## src/rtl/dma_cmd_pkg.sv

```systemverilog
package dma_cmd_pkg;

    typedef enum logic [1:0] {
        Q_IDLE  = 2'd0,
        Q_WAIT  = 2'd1,
        Q_REPLY = 2'd2
    } qry_state_t;

    typedef enum logic {
        DIR_FETCH = 1'b0,
        DIR_STORE = 1'b1
    } dma_dir_t;

endpackage

```

## src/rtl/dma_cmd_legal.sv

```systemverilog
module dma_cmd_legal #(
    parameter int LS_AW    = 18,
    parameter int EA_W     = 32,
    parameter int SIZE_W   = 15,
    parameter int MAX_XFER = 16384
) (
    input  logic [LS_AW-1:0]  ls_addr,
    input  logic [EA_W-1:0]   ext_addr,
    input  logic [SIZE_W-1:0] size,
    output logic              legal
);
    logic       small_sz;
    logic       big_sz;
    logic [3:0] size_low_mask;
    logic       small_ok;
    logic       big_ok;

    always_comb begin
        small_sz = (size == SIZE_W'(1)) || (size == SIZE_W'(2)) ||
                   (size == SIZE_W'(4)) || (size == SIZE_W'(8));
        big_sz   = (size[3:0] == 4'd0) && (size != '0) &&
                   (size <= SIZE_W'(MAX_XFER));
        size_low_mask = size[3:0] - 4'd1;
        small_ok = (ls_addr[3:0] == ext_addr[3:0]) &&
                   ((ls_addr[3:0] & size_low_mask) == 4'd0);
        big_ok   = (ls_addr[3:0] == 4'd0) && (ext_addr[3:0] == 4'd0);
        legal    = (small_sz && small_ok) || (big_sz && big_ok);
    end
endmodule

```

## src/rtl/dma_cmd_fifo.sv

```systemverilog
module dma_cmd_fifo #(
    parameter int W     = 72,
    parameter int DEPTH = 16
) (
    input  logic         clk,
    input  logic         rst_n,
    input  logic         push,
    input  logic [W-1:0] push_data,
    input  logic         pop,
    output logic [W-1:0] head,
    output logic         full,
    output logic         empty
);
    localparam int PW = $clog2(DEPTH);

    logic [W-1:0] mem [DEPTH];
    logic [PW-1:0] wr_ptr, rd_ptr;
    logic [PW:0]   count;

    always_ff @(posedge clk) begin
        if (!rst_n) begin
            wr_ptr <= '0;
            rd_ptr <= '0;
            count  <= '0;
        end else begin
            if (push) begin
                mem[wr_ptr] <= push_data;
                wr_ptr      <= (wr_ptr == PW'(DEPTH - 1)) ? '0 : wr_ptr + 1'b1;
            end
            if (pop) begin
                rd_ptr <= (rd_ptr == PW'(DEPTH - 1)) ? '0 : rd_ptr + 1'b1;
            end
            case ({push, pop})
                2'b10:   count <= count + 1'b1;
                2'b01:   count <= count - 1'b1;
                default: count <= count;
            endcase
        end
    end

    assign head  = mem[rd_ptr];
    assign full  = (count == (PW+1)'(DEPTH));
    assign empty = (count == '0);
endmodule

```

## src/rtl/dma_tag_tracker.sv

```systemverilog
module dma_tag_tracker #(
    parameter int NTAGS = 32,
    parameter int CNT_W = 6
) (
    input  logic                     clk,
    input  logic                     rst_n,
    input  logic                     inc_valid,
    input  logic [$clog2(NTAGS)-1:0] inc_tag,
    input  logic                     dec_valid,
    input  logic [$clog2(NTAGS)-1:0] dec_tag,
    output logic [NTAGS-1:0]         pending
);
    localparam int TAG_W = $clog2(NTAGS);

    for (genvar t = 0; t < NTAGS; t++) begin : g_tag
        logic [CNT_W-1:0] cnt;
        logic             inc, dec;

        assign inc = inc_valid && (inc_tag == TAG_W'(t));
        assign dec = dec_valid && (dec_tag == TAG_W'(t)) && (cnt != '0);

        always_ff @(posedge clk) begin
            if (!rst_n) begin
                cnt <= '0;
            end else if (inc && !dec) begin
                cnt <= cnt + 1'b1;
            end else if (dec && !inc) begin
                cnt <= cnt - 1'b1;
            end
        end

        assign pending[t] = (cnt != '0);
    end
endmodule

```

## src/rtl/dma_tag_query.sv

```systemverilog
module dma_tag_query
    import dma_cmd_pkg::*;
#(
    parameter int NTAGS = 32
) (
    input  logic             clk,
    input  logic             rst_n,
    input  logic             qry_valid,
    input  logic [NTAGS-1:0] qry_mask,
    input  logic             qry_all,
    input  logic             qry_wait,
    input  logic [NTAGS-1:0] pending,
    output logic             qry_busy,
    output logic             qry_done,
    output logic             qry_met,
    output logic [NTAGS-1:0] qry_status
);
    qry_state_t       state, state_nx;
    logic [NTAGS-1:0] mask_q;
    logic             all_q;
    logic [NTAGS-1:0] cur_mask;
    logic             cur_all;
    logic             sat;

    function automatic logic satisfied(input logic [NTAGS-1:0] m,
                                       input logic             all_mode,
                                       input logic [NTAGS-1:0] pend);
        if (m == '0)   return 1'b1;
        if (all_mode)  return (m & pend) == '0;
        return (m & ~pend) != '0;
    endfunction

    always_comb begin
        cur_mask = (state == Q_IDLE) ? qry_mask : mask_q;
        cur_all  = (state == Q_IDLE) ? qry_all  : all_q;
        sat      = satisfied(cur_mask, cur_all, pending);
    end

    always_comb begin
        state_nx = state;
        unique case (state)
            Q_IDLE: begin
                if (qry_valid) begin
                    state_nx = (!qry_wait || sat) ? Q_REPLY : Q_WAIT;
                end
            end
            Q_WAIT:  if (sat) state_nx = Q_REPLY;
            Q_REPLY: state_nx = Q_IDLE;
            default: state_nx = Q_IDLE;
        endcase
    end

    always_ff @(posedge clk) begin
        if (!rst_n) begin
            state      <= Q_IDLE;
            mask_q     <= '0;
            all_q      <= 1'b0;
            qry_met    <= 1'b0;
            qry_status <= '0;
        end else begin
            state <= state_nx;
            if (state == Q_IDLE && qry_valid) begin
                mask_q <= qry_mask;
                all_q  <= qry_all;
            end
            if (state_nx == Q_REPLY) begin
                qry_met    <= sat;
                qry_status <= cur_mask & ~pending;
            end
        end
    end

    always_comb begin
        qry_busy = (state != Q_IDLE);
        qry_done = (state == Q_REPLY);
    end
endmodule

```

## src/rtl/dma_cmd_queue.sv

```systemverilog
module dma_cmd_queue
    import dma_cmd_pkg::*;
#(
    parameter int DEPTH    = 16,
    parameter int NTAGS    = 32,
    parameter int LS_AW    = 18,
    parameter int EA_W     = 32,
    parameter int MAX_XFER = 16384,
    parameter int CNT_W    = 6,
    parameter int TAG_W    = $clog2(NTAGS),
    parameter int SIZE_W   = $clog2(MAX_XFER) + 1
) (
    input  logic              clk,
    input  logic              rst_n,
    input  logic              cmd_valid,
    input  logic [LS_AW-1:0]  cmd_ls_addr,
    input  logic [EA_W-1:0]   cmd_ext_addr,
    input  logic [SIZE_W-1:0] cmd_size,
    input  logic              cmd_dir,
    input  logic [TAG_W-1:0]  cmd_tag,
    output logic              cmd_stall,
    output logic              cmd_err,
    output logic              eng_valid,
    input  logic              eng_ready,
    output logic [LS_AW-1:0]  eng_ls_addr,
    output logic [EA_W-1:0]   eng_ext_addr,
    output logic [SIZE_W-1:0] eng_size,
    output logic              eng_dir,
    output logic [TAG_W-1:0]  eng_tag,
    input  logic              done_valid,
    input  logic [TAG_W-1:0]  done_tag,
    output logic [NTAGS-1:0]  tag_pending,
    input  logic              qry_valid,
    input  logic [NTAGS-1:0]  qry_mask,
    input  logic              qry_all,
    input  logic              qry_wait,
    output logic              qry_busy,
    output logic              qry_done,
    output logic              qry_met,
    output logic [NTAGS-1:0]  qry_status
);
    localparam int ENTRY_W = LS_AW + EA_W + SIZE_W + 1 + TAG_W;

    logic               cmd_legal;
    logic               q_full, q_empty;
    logic               push, pop;
    logic [ENTRY_W-1:0] entry_in, entry_head;
    dma_dir_t           head_dir;

    dma_cmd_legal #(
        .LS_AW(LS_AW), .EA_W(EA_W), .SIZE_W(SIZE_W), .MAX_XFER(MAX_XFER)
    ) u_legal (
        .ls_addr (cmd_ls_addr),
        .ext_addr(cmd_ext_addr),
        .size    (cmd_size),
        .legal   (cmd_legal)
    );

    assign cmd_stall = q_full;
    assign push      = cmd_valid && !q_full && cmd_legal;
    assign pop       = eng_valid && eng_ready;
    assign entry_in  = {cmd_ls_addr, cmd_ext_addr, cmd_size, cmd_dir, cmd_tag};

    dma_cmd_fifo #(.W(ENTRY_W), .DEPTH(DEPTH)) u_fifo (
        .clk      (clk),
        .rst_n    (rst_n),
        .push     (push),
        .push_data(entry_in),
        .pop      (pop),
        .head     (entry_head),
        .full     (q_full),
        .empty    (q_empty)
    );

    assign eng_valid = !q_empty;
    always_comb begin
        {eng_ls_addr, eng_ext_addr, eng_size, head_dir, eng_tag} = entry_head;
        eng_dir = (head_dir == DIR_STORE);
    end

    always_ff @(posedge clk) begin
        if (!rst_n) begin
            cmd_err <= 1'b0;
        end else if (cmd_valid && !q_full && !cmd_legal) begin
            cmd_err <= 1'b1;
        end
    end

    dma_tag_tracker #(.NTAGS(NTAGS), .CNT_W(CNT_W)) u_tags (
        .clk      (clk),
        .rst_n    (rst_n),
        .inc_valid(push),
        .inc_tag  (cmd_tag),
        .dec_valid(done_valid),
        .dec_tag  (done_tag),
        .pending  (tag_pending)
    );

    dma_tag_query #(.NTAGS(NTAGS)) u_query (
        .clk       (clk),
        .rst_n     (rst_n),
        .qry_valid (qry_valid),
        .qry_mask  (qry_mask),
        .qry_all   (qry_all),
        .qry_wait  (qry_wait),
        .pending   (tag_pending),
        .qry_busy  (qry_busy),
        .qry_done  (qry_done),
        .qry_met   (qry_met),
        .qry_status(qry_status)
    );
endmodule

```

## config.mk

```make
export PLATFORM = sky130hd
export DESIGN_NAME = dma_cmd_queue
export DESIGN_NICKNAME = d
export VERILOG_FILES = /design/src/rtl/dma_cmd_pkg.sv /design/src/rtl/dma_cmd_legal.sv /design/src/rtl/dma_cmd_fifo.sv /design/src/rtl/dma_tag_tracker.sv /design/src/rtl/dma_tag_query.sv /design/src/rtl/dma_cmd_queue.sv
export SDC_FILE = /design/constraint.sdc
export NUM_CORES = 2
export LEC_CHECK = 0
export CORE_UTILIZATION = 55
export CTS_CLUSTER_DIAMETER = 40
export DETAILED_ROUTE_END_ITERATION = 8
export PLACE_DENSITY = 0.82
export SETUP_SLACK_MARGIN = 0.15
export SLEW_MARGIN = 40
export SYNTH_ARGS = -nofsm -noshare
export SYNTH_HDL_FRONTEND = slang
export SYNTH_SLANG_ARGS = --single-unit
```

## constraint.sdc

```tcl
create_clock -name clk -period 3.9 [get_ports clk]
set_input_delay 0.39 -clock clk [delete_from_list [all_inputs] [get_ports clk]]
set_output_delay 0.39 -clock clk [all_outputs]
set_load 0.01 [all_outputs]
```

==> flow_summary.json <==
{
  "place_inst": 5842,
  "reg2reg_from": "u_query.state[0]",
  "critPathArrivalTime_ps": 4490,
  "reg2reg_depth": 9,
  "slowest_delay_ps": 390,
  "hold_path.class": "in2reg",
  "r2r-end": "u_query.qry_met",
  "fin_crit_sh_pct": 98.96,
  "numCtsBuffers": 166,
  "grt_overflow": 0,
  "synth_nets": 4155,
  "cts_root_buf": "clkbuf_16",
  "hp-start": "cmd_size[0]",
  "grt_setup_unrepaired": "true",
  "crit_slowest_cell": "nor4_4",
  "die_h_um": 334.4,
  "worst-setup-path-type": "in2reg",
  "clockBufferDepth": 3,
  "tightest_slew_ps": 871.2,
  "drt-met1-wl_mm": 63.40,
  "via_per_inst": 6.593,
  "synth-edff-count": 1136,
  "die_w_um": 334.4,
  "slew_viol_final": 0,
  "synth_top_area_cell": "edfxtp_1",
  "instances_no_fill": 6232,
  "ff_latch_area_um2": 39700,
  "ys_warn_count": 0,
  "hpwl_mm": 101.5,
  "p_leak_nw": 26.93,
  "io_buffers": 256,
  "fin_area_um2": 76770,
  "highest_layer": "met5",
  "async_flop_share_pct": 0,
  "cts_tree": "done",
  "antenna_found_initial": 16,
  "synthFlopType": "edfxtp_1",
  "antenna_left": 0,
  "crit_path_cell_trace": "dlygate4sd2_1 > buf_6 > nor2_4 > nand4b_1 > nor4_4 > buf_4 > a32oi_4 > o21a_4 > nor2_4 > clkinv_4 > buf_16 > buf_4 > nor4_4 > ha_2 > inv_4 > buf_4 > ha_4 > a21boi_2 > o21a_1 > or3_1 > a21oi_2 > xnor2_1 > nor2_1",
  "drtIter0Drc": 5906,
  "vias": 41090,
  "clock_skew_ps": 71.83,
  "drc": 0,
  "seq_area_frac_synth_pct": 65.29,
  "area_growth_pct": 26.32,
  "clock_sinks": 1414,
  "synthTopCellsByArea": "edfxtp_1 56%, mux4_2 13%, dfxtp_1 9.2%",
  "syn_area_um2": 60770,
  "regToRegSetupSlack_ps": 250,
  "crit_buf_inv": 8,
  "multi_input_area_um2": 20960,
  "nets": 4936,
  "fmax_mhz": 259.1,
  "grt_max_degree": 110,
  "fin_crit_ps": 3859,
  "setup_viol": 0,
  "crit_top_cell": "buf_4",
  "io_pins": 257,
  "cap_violations": 0,
  "die_area_um2": 111800,
  "crit_path_end_kind": "flop",
  "start_kind": "input pin",
  "synthCells": 3829,
  "core_area_um2": 109200,
  "core.rowCount": 121,
  "synth_cell_type_count": 59,
  "slew_headroom_pct": 41.38,
  "final_cell_mix": "1136 x edfxtp_1, 426 x buf_4, 382 x nor2_1, 355 x mux4_2, 272 x dfxtp_1",
  "route.met2.wl_mm": 97.04,
  "synth_top_area_share_pct": 56.13,
  "start_util_pct": 55.67,
  "ys_ff_latch": 1414,
  "critPathMaxFanout": 6,
  "drive_gt1_share_pct": 28.96,
  "cp_top_family": "simple AND/OR/NAND/NOR gates",
  "grt_usage_pct": 34.56,
  "grt_pass1_wl_mm": 275.8,
  "p_per_area_nw_per_um2": 442.1,
  "gp_congestion": 0.9448,
  "clkTransAtPathRegs_ps": 70,
  "holdPathStages": 2,
  "utilization_pct": 70.33,
  "place_area_um2": 68990,
  "whs_endpoint": "u_fifo.mem[3][6]",
  "holdWs_ps": -4.246,
  "wire_per_inst_um": 31.85,
  "timing.final.hold_violations": 8,
  "drt_first_pass_iters": 5,
  "routed_wl_mm": 198.5,
  "layout_commonest_cell": "edfxtp_1",
  "fill_cells": 6489,
  "synth.avg_cell_area_um2": 15.87,
  "grt_pass1_vias": 40430,
  "ir_drop_v": 0.0004305,
  "dr_wl_met3_mm": 21.86,
  "status": "complete, but fails checks",
  "htree_levels": 4,
  "clkLatencyLatePin_ps": 830,
  "worstPathRequired_ps": 4530,
  "ctsHoldBuffers": 0,
  "violations": "hold timing"
}
-- power breakdown --
group	switching, mW	leakage, nW	internal [mW]
clock	6.99	2.77	9.60
sequential	0.0434	12.5	16.3
combinational	0.630	11.7	0.360
total	7.66	26.9	26.3
-- worst max path at each step --
stage                               start                      end  slack [ps]  depth (start not counted)
after floorplan               cmd_size[0]   u_tags.g_tag[4].cnt[5]        -130                         21
after global placement        cmd_size[0]   u_tags.g_tag[3].cnt[5]        -940                         22
after detailed placement      cmd_size[3]   u_tags.g_tag[3].cnt[5]       -1210                         20
after CTS                     cmd_size[1]   u_tags.g_tag[3].cnt[5]          50                         22
after global routing          cmd_size[3]  u_tags.g_tag[13].cnt[5]         -60                         23
final                     cmd_ext_addr[0]   u_tags.g_tag[5].cnt[5]          40                         23
-- metrics by stage --
step	setup TNS, ps	power, mW	setup WS, ps	hold slack (ps)
3_5_place_dp	-112340	17.56	-1214	447.3
5_1_grt	-103.0	34.52	-56.18	-2.329
4_1_cts	0	33.77	51.73	116.8
6_report	0	33.94	40.61	-4.246
3_3_place_gp	-73120	17.53	-943.6	438.7
2_1_floorplan	-5185	16.99	-127.5	432.9
-- worst reg2reg max path: stages (launching register included) --
cell       delay [ps]
dfxtp_2           640
buf_12            250
nor3b_1            80
o211ai_1          620
o2111ai_1         360
or4_1             490
o31a_1            290
o31a_2            430
buf_12            190
mux2i_1           130
-- metal layers --
layer  vias up  track usage (%)
li1      16490                -
met1     20220            39.26
met2      3436            57.67
met3       926            8.258
met4        16            24.33
met5         -                0
-- kinds of logic after synthesis --
family | after synthesis | synth area share [%]
adder cells (fa/ha/maj) | 210 | 4.731
buffers and inverters | 288 | 1.927
AO/OA/AOI/OAI | 487 | 4.785
multiplexers | 424 | 14.30
XOR/XNOR | 167 | 2.407
AND/OR/NAND/NOR | 839 | 6.559
flip-flops | 1414 | 65.29
-- cell type report --
cell class / instances / area share [%]
inverter: 105 / 0.5428
clock buffer: 197 / 5.709
antenna: 8 / 0.02608
tap: 1476 / 2.406
multi-input combinational: 2127 / 27.30
sequential: 1414 / 51.71
timing repair buffer: 796 / 10.45
clock inverter: 109 / 1.853
-- sequential cells by signal, indices dropped and copies added (netlist names), named ones only --
name and cells:
u_fifo.mem 1136, u_tags.g_tag.cnt 192, u_query.mask_q 32, u_query.qry_status 32, u_fifo.count 5, u_fifo.rd_ptr 4
u_fifo.wr_ptr 4, u_query.state 2, cmd_err 1, u_query.all_q 1, u_query.qry_met 1
-- synth_stat cells (all sizes together) (8+ instances only) --
cell	n
nor3	10
inv	104
a2bb2oi	10
nand2	162
or2	18
a2111oi	15
o211ai	11
and4	34
buf	63
or3	43
dfxtp	278
nor3b	16
fa	33
xor2	85
xnor2	82
a22oi	12
or4	13
clkbuf	120
nor4	62
o21bai	27
nor2b	14
mux4	355
and2	8
nor2	385
o21a	19
o21ai	49
nand3	38
a21oi	273
nand4	10
or3b	12
ha	177
a21o	40
mux2i	65
edfxtp	1136
-- what timing repair did --
action | CTS | global route
gates resized for setup | 110 | 165
endpoints found under the setup margin | 225 | 144
cloned | 7 | 5
pin swaps | 17 | 129
buffers inserted | 22 | 42
(Power assumes the default switching activity.)
